File: config.mk
export PLATFORM = sky130hd
export DESIGN_NAME = irq_flag_mask
export DESIGN_NICKNAME = d
export VERILOG_FILES = /design/src/rtl/irq_flag_mask.sv
export SDC_FILE = /design/constraint.sdc
export NUM_CORES = 1
export LEC_CHECK = 0
export CAP_MARGIN = 10
export CORE_AREA = 3 3 40 42
export CTS_CLUSTER_DIAMETER = 200
export DETAILED_ROUTE_END_ITERATION = 6
export DIE_AREA = 0 0 43 45
export PLACE_DENSITY = 0.76
export SYNTH_ARGS = -nofsm -noshare
export SYNTH_HDL_FRONTEND = slang
export SYNTH_SLANG_ARGS = --single-unit
File: constraint.sdc
create_clock -name clk -period 1.75 [get_ports clk]
set_input_delay 0.2625 -clock clk [delete_from_list [all_inputs] [get_ports clk]]
set_output_delay 0.2625 -clock clk [all_outputs]
set_load 0.02 [all_outputs]
File: src/rtl/irq_flag_mask.sv
module irq_flag_mask #(
  parameter int NSRC = 5
) (
  input  logic            clk,
  input  logic            rst_n,
  input  logic [NSRC-1:0] src_pulse,
  input  logic            wr_en,
  input  logic [7:0]      wdata,
  input  logic            rd_en,
  output logic [7:0]      rdata,
  output logic            irq
);
  localparam int PAD = 7 - NSRC;

  logic [NSRC-1:0] flags, mask;
  logic            pend;
  logic [NSRC-1:0] flags_nx, mask_nx;
  logic            pend_nx;

  assign flags_nx = (rd_en ? '0 : flags) | src_pulse;
  assign mask_nx  = !wr_en   ? mask :
                    wdata[7] ? (mask | wdata[NSRC-1:0]) :
                               (mask & ~wdata[NSRC-1:0]);
  assign pend_nx  = (rd_en ? 1'b0 : pend)
                  | (|(src_pulse & mask_nx))
                  | (wr_en && |(flags_nx & mask_nx));

  always_ff @(posedge clk) begin
    if (!rst_n) begin
      flags <= '0;
      mask  <= '0;
      pend  <= 1'b0;
    end else begin
      flags <= flags_nx;
      mask  <= mask_nx;
      pend  <= pend_nx;
    end
  end

  assign rdata = {pend, {PAD{1'b0}}, flags};
  assign irq   = pend;

  // every pulsed source is visible as a flag one cycle later
  a_r2_flag_set: assert property (@(posedge clk) disable iff (!rst_n)
    (|src_pulse) |=> ((rdata[NSRC-1:0] & $past(src_pulse)) == $past(src_pulse)));

  // an enabled source raises the interrupt
  a_r3_enabled_src: assert property (@(posedge clk) disable iff (!rst_n)
    (!wr_en && |(src_pulse & mask)) |=> irq);

  // enabling a pending flag raises the interrupt
  a_r7_late_enable: assert property (@(posedge clk) disable iff (!rst_n)
    (wr_en && !rd_en && wdata[7] && |(wdata[NSRC-1:0] & rdata[NSRC-1:0])) |=> irq);

  // a read with no new event clears everything
  a_r8_read_clears: assert property (@(posedge clk) disable iff (!rst_n)
    (rd_en && src_pulse == '0) |=> (rdata == 8'h00 && !irq));

  // interrupt holds until read
  a_r10_hold: assert property (@(posedge clk) disable iff (!rst_n)
    (irq && !rd_en) |=> irq);

  // the interrupt only rises on an event or a mask write
  a_r4_rise_cause: assert property (@(posedge clk) disable iff (!rst_n)
    $rose(irq) |-> ($past(|src_pulse) || $past(wr_en)));
endmodule

Yosys cells after proc, flatten, opt, wreduce, memory -nomap -nowiden. Index checks and enable logic that the tools add are counted.

$add $sub $neg: 0. $mul: 0. Divide/modulo/power cells: 0. Magnitude comparators: 0. Equal/unequal tests: 0. Shift operators: 0. Multiplexer cells: 4. Bitwise gates (word level): 8. Reductions and logical operators: 3.

Operators by type and width (count): $and A5 B5 Y5 (3); $mux W5 (3); $or A5 B5 Y5 (2); $reduce_or A5 Y1 (2); $not A5 Y5 (1); $or A1 B1 Y1 (2); $logic_and A1 B1 Y1 (1); $mux W1 (1).

Flip-flop bits (word level): 11. Latch bits: 0. Memory bits (writable): 0. Bits in read-only memories: 0. Logic and storage cells: 18. Memories: 0.

Longest topological paths before layout.
Word-level depth: 8. Depth in mapped cells: 5. Depth with buffers taken out: 5.

Worst setup path before layout. OpenSTA, ideal clock, no wires.

Path kind: input-to-reg. Start: input wr_en. End: register pend (netlist: irq). Library setup time: 0.122 ns. Arrival time: 0.968 ns. Setup slack: 0.659 ns. Cell stages on the path: 5. Cell sequence: nand2_1 > mux2i_1 > o22ai_1 > o311ai_1 > nand2_1.

Cells in the longest elaborated chain, start to end: 5. Elaborated cells between the ends (all ways): 8. Those cells by class: mux: 1; bitwise: 4; reduce/logical: 3.

Ends and longest elaborated chain: start: declaration (line 7) `input logic wr_en,`; $mux W5 (line 21) `assign mask_nx = !wr_en ? mask :`; $and A5 B5 Y5, on equally long branches (line 25, 26); $reduce_or A5 Y1, on equally long branches (line 25, 26); $or A1 B1 Y1 or $logic_and A1 B1 Y1 (tied branches) (line 25, 26); $or A1 B1 Y1 (*) (line 26) `| (wr_en && |(flags_nx & mask_nx));`; end signal: assignment (line 36) `pend <= pend_nx;`; end: declaration (line 16) `logic pend;`.

Every way passes the cells marked *; elsewhere a longest branch is shown, timed or not. A chain may end at the register's enable or synchronous reset.

Worst setup path after layout. Same ends and word-level chain as after synthesis.

==> run summary <==
outcome: completed
row count: 13
share of layout cells above drive strength 1: 0.06329
final std cells w/o fill: 94
Worst-Skew Late Latency: 260 ps
routed wl met2: 412 µm
Starting Density: 0.3827
critical path arrival: 1700 ps
die height: 45 µm
die area: 1935 µm²
number of gates resized after cts: 0
CP Max Fanout: 6
CP most frequent cell: nand2_1
Top Layer Used: met3
Top Ports: 26
routed len/inst: 10.68 µm
Critical Setup Path Class: primary input to register
most common cell after layout, fill and taps aside: clkdlybuf4s50_1
vias: 432
DP HPWL: 766.1 µm
post-layout min period: 1545 ps
diode count: 0
switching power: 155.6 µW
Clock transition at path regs: 70 ps
vias in the first global route: 414
DP Area: 705.7 µm²
Total Wirelength: 1.004 mm
drt initial violations: 3
Pre-antenna DRT Iters: 4
period utilisation layout: 0.8829
Int Pwr: 431.8 µW
Core ar.: 1285 µm²
clock sinks: 11
mapped cell area: 491.7 µm²
Yosys cell types: 16
peak supply drop: 468.2 µV
Inst Count DP: 90
leakage: 0.0003391 µW
max_cap viols: 0
Reg2Reg Capture Point: irq$_SDFF_PN0_
Synth warnings: 0
Mean Syn Cell Area: 8.781 µm²
cells after synthesis: 56
CTS tree: done
Worst Hold Class: register to register
delay-heaviest family, CP: buffers and inverters
Required @ worst endpoint: 1900 ps
M1 WL: 495 µm
critical path's slowest cell: clkdlybuf4s50_1
combinational power share: 0.238
largest stage delay on the critical path: 570 ps
hold buffers post-CTS: 0
Finished Core Util: 0.5696
Post-CTS Setup Bufs: 0
Critical path destination: irq$_SDFF_PN0_
P per Cell Area: 802.5 nW/µm²
clk buf depth: 2
startpoint types: primary input
DRC: 0
GRT overflow: 0
Setup crit end kind: register
IO buf count: 21
Final Skew: 1.954 ps
ANT nets after route: 0
cell count along the critical path: 6
Clk pwr share: 0.295
setup violators final: 0
CTS Buf Count: 3
Seq cells post-synth: 11
Via density: 4.596
Area growth syn-to-layout: 48.85%
switch share: 0.2649
internal reg-to-reg setup slack: 590 ps
most frequent cells in the layout: clkdlybuf4s50_1, dfxtp_1, nor2b_1
reg2reg path depth: 4
GPL Wtd Cong: 0.7763
first-pass GRT wire length: 1.593 mm
nets: 97
Seq pwr share: 0.467
met3 wire length: 96 µm
unrepaired setup endpoints after global routing: false
H-tree depth reported by CTS: 1
Finished Cell Area: 732.0 µm²
Die X: 43 µm
largest net degree at the start of global routing: 13
FMAX: 0.6472 GHz
Seq/Total Area, Yosys: 0.4478
initial antenna violation count: 0
R2R Path Start: mask[1]$_SDFF_PN0_
GR Util All Layers: 0.1085
Crit. Startpoint: wr_en
worst path buffer plus inverter count: 1
final slew viol count: 0
Fin. Hold Viols: 0
worst-path cell chain: clkdlybuf4s50_1 -> nand2_1 -> mux2i_1 -> o22ai_1 -> o311ai_1 -> nand2_1
root buf cell: clkbuf_4
setup TNS: 0 ps
## cells in the mapped netlist
master,instances,area (µm²)
nand2_1,6,22.52
mux2i_1,5,50.05
nor2_1,1,3.750
o311ai_1,1,8.760
nor2b_1,7,43.79
dfxtp_1,11,220.2
buf_4,3,22.52
and2b_2,1,8.760
o2bb2ai_1,1,8.760
conb_1,1,3.750
and2b_1,2,15.01
inv_1,6,22.52
a21oi_1,5,25.02
o31ai_1,1,7.510
o22ai_1,4,25.02
clkbuf_1,1,3.750
## how the worst min path moves through the flow
stage,startpoint,end,slack (ps),cells past startpoint
floorplan,rst_n,mask[4]$_SDFF_PN0_,390,1
global placement,flags[0]$_SDFF_PN0_,flags[0]$_SDFF_PN0_,520,2
detailed placement,flags[0]$_SDFF_PN0_,flags[0]$_SDFF_PN0_,520,2
CTS,flags[0]$_SDFF_PN0_,flags[0]$_SDFF_PN0_,540,2
global route,flags[4]$_SDFF_PN0_,flags[4]$_SDFF_PN0_,580,2
finish,flags[0]$_SDFF_PN0_,flags[0]$_SDFF_PN0_,530,2
## cells by family after synthesis
group	Yosys count	synth area share
flip-flops	11	0.4478
AO/OA/AOI/OAI	12	0.1527
other	1	0.007626
AND/OR/NAND/NOR	17	0.1908
buffers and inverters	10	0.09922
multiplexers	5	0.1018
## sequential cells by signal, indices dropped and copies added, names as in the netlist
| signal | count |
|---|---|
| irq | 1 |
| mask | 5 |
| flags | 5 |
## layout make-up
cell class	count	area (µm²)
multi-input combinational	36	226.5
tap	15	18.77
inverter	6	22.52
fill	121	553.0
clock buffer	4	26.28
timing repair buffer	22	217.7
sequential	11	220.2
## worst min-delay path, delay by kind of cell (launching register included)
family	cells	cell delay, ps
and+or+nand+nor	1	90
DFF	1	330
AOI/OAI and AO/OA	1	80
## power by group through the flow
stage | combinational, µW | clock [µW] | sequential, µW
after floorplan | 61.6 | 0 | 294
after global placement | 139 | 0 | 280
after detailed placement | 140 | 0 | 280
after CTS | 141 | 173 | 275
after global routing | 153 | 181 | 276
final | 140 | 173 | 274
## metal layers
layer  vias up  track usage
li1        230            -
met4         0      0.05422
met1       182       0.1311
met3         0      0.03586
met5         -            0
met2        20       0.1737
## through the flow
stage | total power (µW) | setup slack, ps | hold WS [ps]
global route | 609.5 | 101.9 | 576.6
global placement | 418.9 | -26.30 | 516.3
CTS | 588.6 | 201.6 | 537.9
finish | 587.4 | 204.9 | 534.4
floorplan | 355.2 | 659.2 | 387.7
detailed placement | 420.4 | -67.02 | 523.5
No activity file was read; power rests on OpenSTA's default activity.
